--- config.mk ---
export PLATFORM = sky130hd
export DESIGN_NAME = jc_event_counter
export DESIGN_NICKNAME = d
export VERILOG_FILES = /design/src/rtl/jc_pkg.sv /design/src/rtl/jc_ctrl.sv /design/src/rtl/jc_run_cnt.sv /design/src/rtl/jc_hold_reg.sv /design/src/rtl/jc_event_counter.sv
export SDC_FILE = /design/constraint.sdc
export NUM_CORES = 1
export LEC_CHECK = 0
export ABC_AREA = 1
export CORE_MARGIN = 8
export CORE_UTILIZATION = 34
export DETAILED_ROUTE_END_ITERATION = 8
export PLACE_DENSITY_LB_ADDON = 0.12
export SLEW_MARGIN = 20
export SYNTH_ARGS = -nofsm -noshare
export SYNTH_HDL_FRONTEND = slang
export SYNTH_SLANG_ARGS = --single-unit
export TNS_END_PERCENT = 10
--- constraint.sdc ---
create_clock -name clk -period 1.5 [get_ports clk]
set_input_delay 0.3 -clock clk [delete_from_list [all_inputs] [get_ports clk]]
set_output_delay 0.3 -clock clk [all_outputs]
set_load 0.02 [all_outputs]
--- src/rtl/jc_pkg.sv ---
package jc_pkg;
    typedef enum logic {
        ST_RUN = 1'b0,
        ST_FRC = 1'b1
    } ctrl_state_e;

    typedef enum logic [1:0] {
        CMD_RUN   = 2'd0,
        CMD_SNAP  = 2'd1,
        CMD_CLEAR = 2'd2
    } cnt_cmd_e;

    localparam int unsigned NUM_DIR = 2;
endpackage

--- src/rtl/jc_ctrl.sv ---
module jc_ctrl
    import jc_pkg::*;
(
    input  logic     clk,
    input  logic     rst_n,
    input  logic     pm_tick,
    input  logic     force_zero,
    output cnt_cmd_e cmd,
    output logic     zero_known
);
    ctrl_state_e state_q, state_d;

    // State register
    always_ff @(posedge clk) begin
        if (!rst_n) state_q <= ST_RUN;
        else        state_q <= state_d;
    end

    // Next state: T_ENTER / T_LEAVE
    always_comb begin
        state_d = state_q;
        unique case (state_q)
            ST_RUN: if (force_zero)  state_d = ST_FRC;
            ST_FRC: if (!force_zero) state_d = ST_RUN;
        endcase
    end

    // Output decode: clear beats snapshot beats count
    always_comb begin
        cmd        = CMD_RUN;
        zero_known = 1'b0;
        unique case (state_q)
            ST_RUN: begin
                if (force_zero)   cmd = CMD_CLEAR;
                else if (pm_tick) cmd = CMD_SNAP;
            end
            ST_FRC: begin
                zero_known = 1'b1;
                if (force_zero)   cmd = CMD_CLEAR;
                else if (pm_tick) cmd = CMD_SNAP;
            end
        endcase
    end
endmodule

--- src/rtl/jc_run_cnt.sv ---
module jc_run_cnt
    import jc_pkg::*;
#(
    parameter int unsigned CNT_W = 4
) (
    input  logic             clk,
    input  logic             rst_n,
    input  cnt_cmd_e         cmd,
    input  logic             evt,
    input  logic             sat_mode,
    output logic [CNT_W-1:0] run
);
    localparam logic [CNT_W-1:0] ONE  = CNT_W'(1);
    localparam logic [CNT_W-1:0] TOP  = {CNT_W{1'b1}};
    localparam logic [CNT_W-1:0] ZERO = '0;

    logic [CNT_W-1:0] run_d;
    logic [CNT_W-1:0] bumped;

    always_comb begin
        if (sat_mode && run == TOP) bumped = run;
        else                        bumped = run + ONE;
    end

    always_comb begin
        run_d = run;
        unique case (cmd)
            CMD_CLEAR: run_d = ZERO;
            CMD_SNAP:  run_d = evt ? ONE : ZERO;
            CMD_RUN:   run_d = evt ? bumped : run;
            default:   run_d = ZERO;
        endcase
    end

    always_ff @(posedge clk) begin
        if (!rst_n) run <= ZERO;
        else        run <= run_d;
    end
endmodule

--- src/rtl/jc_hold_reg.sv ---
module jc_hold_reg
    import jc_pkg::*;
#(
    parameter int unsigned CNT_W = 4
) (
    input  logic             clk,
    input  logic             rst_n,
    input  cnt_cmd_e         cmd,
    input  logic             zero_known,
    input  logic [CNT_W-1:0] run_in,
    output logic [CNT_W-1:0] hold
);
    logic [CNT_W-1:0] hold_d;

    always_comb begin
        hold_d = hold;
        unique case (cmd)
            CMD_CLEAR: hold_d = '0;
            CMD_SNAP:  hold_d = zero_known ? '0 : run_in;
            CMD_RUN:   hold_d = hold;
            default:   hold_d = '0;
        endcase
    end

    always_ff @(posedge clk) begin
        if (!rst_n) hold <= '0;
        else        hold <= hold_d;
    end
endmodule

--- src/rtl/jc_event_counter.sv ---
module jc_event_counter
    import jc_pkg::*;
#(
    parameter int unsigned CNT_W = 4
) (
    input  logic             clk,
    input  logic             rst_n,
    input  logic             up_evt,
    input  logic             down_evt,
    input  logic             pm_tick,
    input  logic             sat_mode,
    input  logic             force_zero,
    output logic [CNT_W-1:0] up_snap,
    output logic [CNT_W-1:0] down_snap
);
    cnt_cmd_e         cmd;
    logic             zero_known;
    logic [NUM_DIR-1:0] evt_vec;
    logic [CNT_W-1:0] run_vec  [NUM_DIR];
    logic [CNT_W-1:0] hold_vec [NUM_DIR];
    logic [CNT_W-1:0] run_up;
    logic [CNT_W-1:0] run_down;

    assign evt_vec = {down_evt, up_evt};

    jc_ctrl u_ctrl (
        .clk        (clk),
        .rst_n      (rst_n),
        .pm_tick    (pm_tick),
        .force_zero (force_zero),
        .cmd        (cmd),
        .zero_known (zero_known)
    );

    for (genvar g = 0; g < NUM_DIR; g++) begin : g_dir
        jc_run_cnt #(.CNT_W(CNT_W)) u_run (
            .clk      (clk),
            .rst_n    (rst_n),
            .cmd      (cmd),
            .evt      (evt_vec[g]),
            .sat_mode (sat_mode),
            .run      (run_vec[g])
        );
        jc_hold_reg #(.CNT_W(CNT_W)) u_hold (
            .clk        (clk),
            .rst_n      (rst_n),
            .cmd        (cmd),
            .zero_known (zero_known),
            .run_in     (run_vec[g]),
            .hold       (hold_vec[g])
        );
    end

    assign run_up    = run_vec[0];
    assign run_down  = run_vec[1];
    assign up_snap   = hold_vec[0];
    assign down_snap = hold_vec[1];
endmodule

==> summary.md <==
| Metric | Value |
|---|---|
| Status | `finished, final reports clean` |
| Reg2reg setup slack | `0.23 ns` |
| CP Launch Type | `register` |
| Unrepaired setup endpoints after global routing | `false` |
| Max FO, Critical Path | `2` |
| Final Skew | `0.006087 ns` |
| P_leak | `0.4791 nW` |
| NetSw | `between 0.0002 and 0.00025 W` |
| Starting density of the core | `a little over a third` |
| Critical path class | `reg2out` |
| Post-DP HPWL | `1.366 mm` |
| Syn Std Cell Area | `~840 um2` |
| Synth unique cells | `18` |
| Seq pwr share | `between 50% and 60%` |
| H-Tree Depth | `1` |
| Std cell rows | `18` |
| Clk buf depth | `2` |
| Cell Pwr Density | `around 760 nW/um2` |
| Total number of vias | `roughly 770` |
| Placed instance area | `~1000 um2` |
| CTS root buf | `clkbuf_4` |
| Global-route wire length before repair | `between 2 and 3 mm` |
| Wirelength per Cell | `slightly above 10 um` |
| Core box area | `2410 um2` |
| Fin crit period | `1.274 ns` |
| Largest net degree at the start of global routing | `11` |
| Logic pwr share | `10.9%` |
| Cts bufs inserted | `3` |
| P_int | `0.0006025 W` |
| Post-route setup TNS | `0 ns` |
| Sequential element share of the synthesized area | `around 40%` |
| Total congestion overflow | `0` |
| Die Span Y | `about 66 um` |
| Clk sink count | `17` |
| Syn Inst Count | `roughly 120` |
| Gpl congestion | `about 0.75` |
| CP Capture Type | `output pin` |
| Clock network power share | `between 30% and 40%` |
| DR vias/cell | `roughly 4.5` |
| Synthesis-stage register bit count | `17` |
| Fin crit share | `a little over four fifths` |
| Crit path DAT | `just under 1 ns` |
| VDD IR max | `about 0.00037 V` |
| Postcts setup bufs | `0` |
| Slowest cell on crit path | `dfxtp_1` |
| # setup viols final | `0` |
| Post-route cell area | `about 1100 um2` |
| Switching share of power | `approximately 25%` |
| Synth warn | `0` |
| Max Cap Viol | `0` |
| Final nets | `about 150` |
| Cell family with most CP delay | `flip-flops` |
| Die Span X | `65.73 um` |
| Die area | `approximately 4300 um2` |
| CP bufs+invs | `1` |
| Diodes inserted | `0` |
| Fmax achieved | `784.7 MHz` |
| CTS clk-pin slew, worst paths | `~0.11 ns` |
| CTS Hold Bufs | `0` |
| Syn_nets | `between 100 and 150` |
| CP max stage delay | `roughly 0.34 ns` |
| Detailed Routing Iterations Pass 1 | `5` |
| Worst slew pin tran | `0.2721 ns` |
| Area Growth Syn to Fin | `25.74%` |
| Final wirelength | `~1.8 mm` |
| Crit path cell chain | `dlygate4sd2_1` |
| Cts repair resizes | `8` |
| Slew HR | `between 80% and 90%` |
| Final slew viol count | `0` |
| Layout cells sized above 1 | `13.48%` |
| Iter 0 DRT Violations | `27` |
| Total GRT Usage | `8.699%` |
| Antenna Nets Post-Route | `0` |
| CTS tree | `yes` |
| Final routed DRC violation total | `0` |
| Final hold violations | `0` |
| Skew-Pair Late Insertion Delay | `0.29 ns` |
| Path type of the worst min-delay path | `reg2reg` |
| Vias in the first global route | `between 600 and 700` |
| Port Buffer Count | `14` |
| Worst Path Required | `1.20 ns` |
| Boundary Pins | `15` |
| Syn_area_per_cell | `approximately 6.9 um2` |
| Initial antenna violation count | `0` |
cell type report:
class,instances,area [um2]
Fill cell,250,1353
Multi-Input combinational cell,82,405.4
Sequential cell,17,340.3
Tap cell,30,37.54
Clock buffer,4,26.28
Timing Repair Buffer,18,172.7
Inverter,20,75.07
cells by family (layout without fill, tap and decap cells):
group | count (synthesis) | in the layout | synth area share [%]
fa+ha+maj | 2 | 2 | 2.976
simple gates | 67 | 67 | 37.50
flops | 17 | 17 | 40.48
compound gates | 13 | 13 | 7.738
buf+inv | 23 | 42 | 11.31
synth_stat cells:
cell	instances	area (um2)
inv_2	3	11.26
nand3_1	9	45.04
nand2_4	1	11.26
nor2_1	9	33.78
dfxtp_1	17	340.3
a21oi_1	3	15.01
clkbuf_2	1	5.000
o21ai_0	10	50.05
or2_1	2	12.51
ha_1	2	25.02
nor2_2	4	25.02
buf_6	1	11.26
nand4_1	4	25.02
clkbuf_1	1	3.750
nor2_4	2	22.52
inv_1	17	63.81
nand2_2	2	12.51
nand2_1	34	127.6
power groups by stage:
| stage | Combinational [W] | Sequential [W] | Clock (W) |
|---|---|---|---|
| finish | 0.0000881 | 0.000463 | 0.000254 |
| global route | 0.0000982 | 0.000465 | 0.000282 |
| CTS | 0.0000896 | 0.000463 | 0.000260 |
| detailed placement | 0.0000895 | 0.000474 | 0 |
| global placement | 0.0000890 | 0.000474 | 0 |
| floorplan | 0.0000483 | 0.000474 | 0 |
metrics by stage:
step / setup WS [ns] / instances / utilization [%] / total power [W] / hold WS [ns]
finish: 0.2257 / 171 / 43.87 / 0.0008059 / 0.4649
global route: 0.1015 / 171 / 43.87 / 0.0008449 / 0.4902
CTS: 0.2068 / 171 / 43.87 / 0.0008131 / 0.4723
detailed placement: 0.01136 / 167 / 43.20 / 0.0005631 / 0.4513
global placement: 0.04341 / 167 / 43.20 / 0.0005627 / 0.4406
floorplan: 0.4180 / 122 / - / 0.0005227 / 0.3935
path summary, 6_finish.rpt:
kind,endpoint,from,depth (start not counted)
min,g_dir[0].u_hold.hold[3]$_SDFFE_PN0P_,g_dir[0].u_hold.hold[3]$_SDFFE_PN0P_,2
max reg2reg,g_dir[0].u_run.run[0]$_SDFFE_PN0P_,g_dir[0].u_run.run[0]$_SDFFE_PN0P_,8
max,down_snap[3],g_dir[1].u_hold.hold[3]$_SDFFE_PN0P_,1
min reg2reg,g_dir[0].u_hold.hold[3]$_SDFFE_PN0P_,g_dir[0].u_hold.hold[3]$_SDFFE_PN0P_,2
state kept, by name, indices dropped and copies added (netlist names):
name               flops
g_dir.u_hold.hold      8
g_dir.u_run.run        8
u_ctrl.state_q         1
routing by layer:
layer | up-vias | track usage (%) | routed length [um]
li1 | 418 | - | -
met1 | 329 | 9.921 | 865
met2 | 17 | 13.52 | 750
met3 | 4 | 2.891 | 109
met4 | 0 | 5.722 | 27
met5 | - | 0 | 0
cell usage in the layout (no fill, tap or decap):
cell	n
dlygate4sd2_1	8
clkbuf_1	1
o21ai_0	10
buf_4	3
nand4_1	4
a21oi_1	3
inv_2	3
clkbuf_4	3
nor2_2	4
buf_12	1
nand2_4	1
or2_1	2
nand2_2	2
clkdlybuf4s50_1	6
nor2_1	9
nand3_1	9
inv_1	17
nand2_1	34
ha_1	2
dfxtp_1	17
nor2_4	2
(Power assumes the default switching activity.)
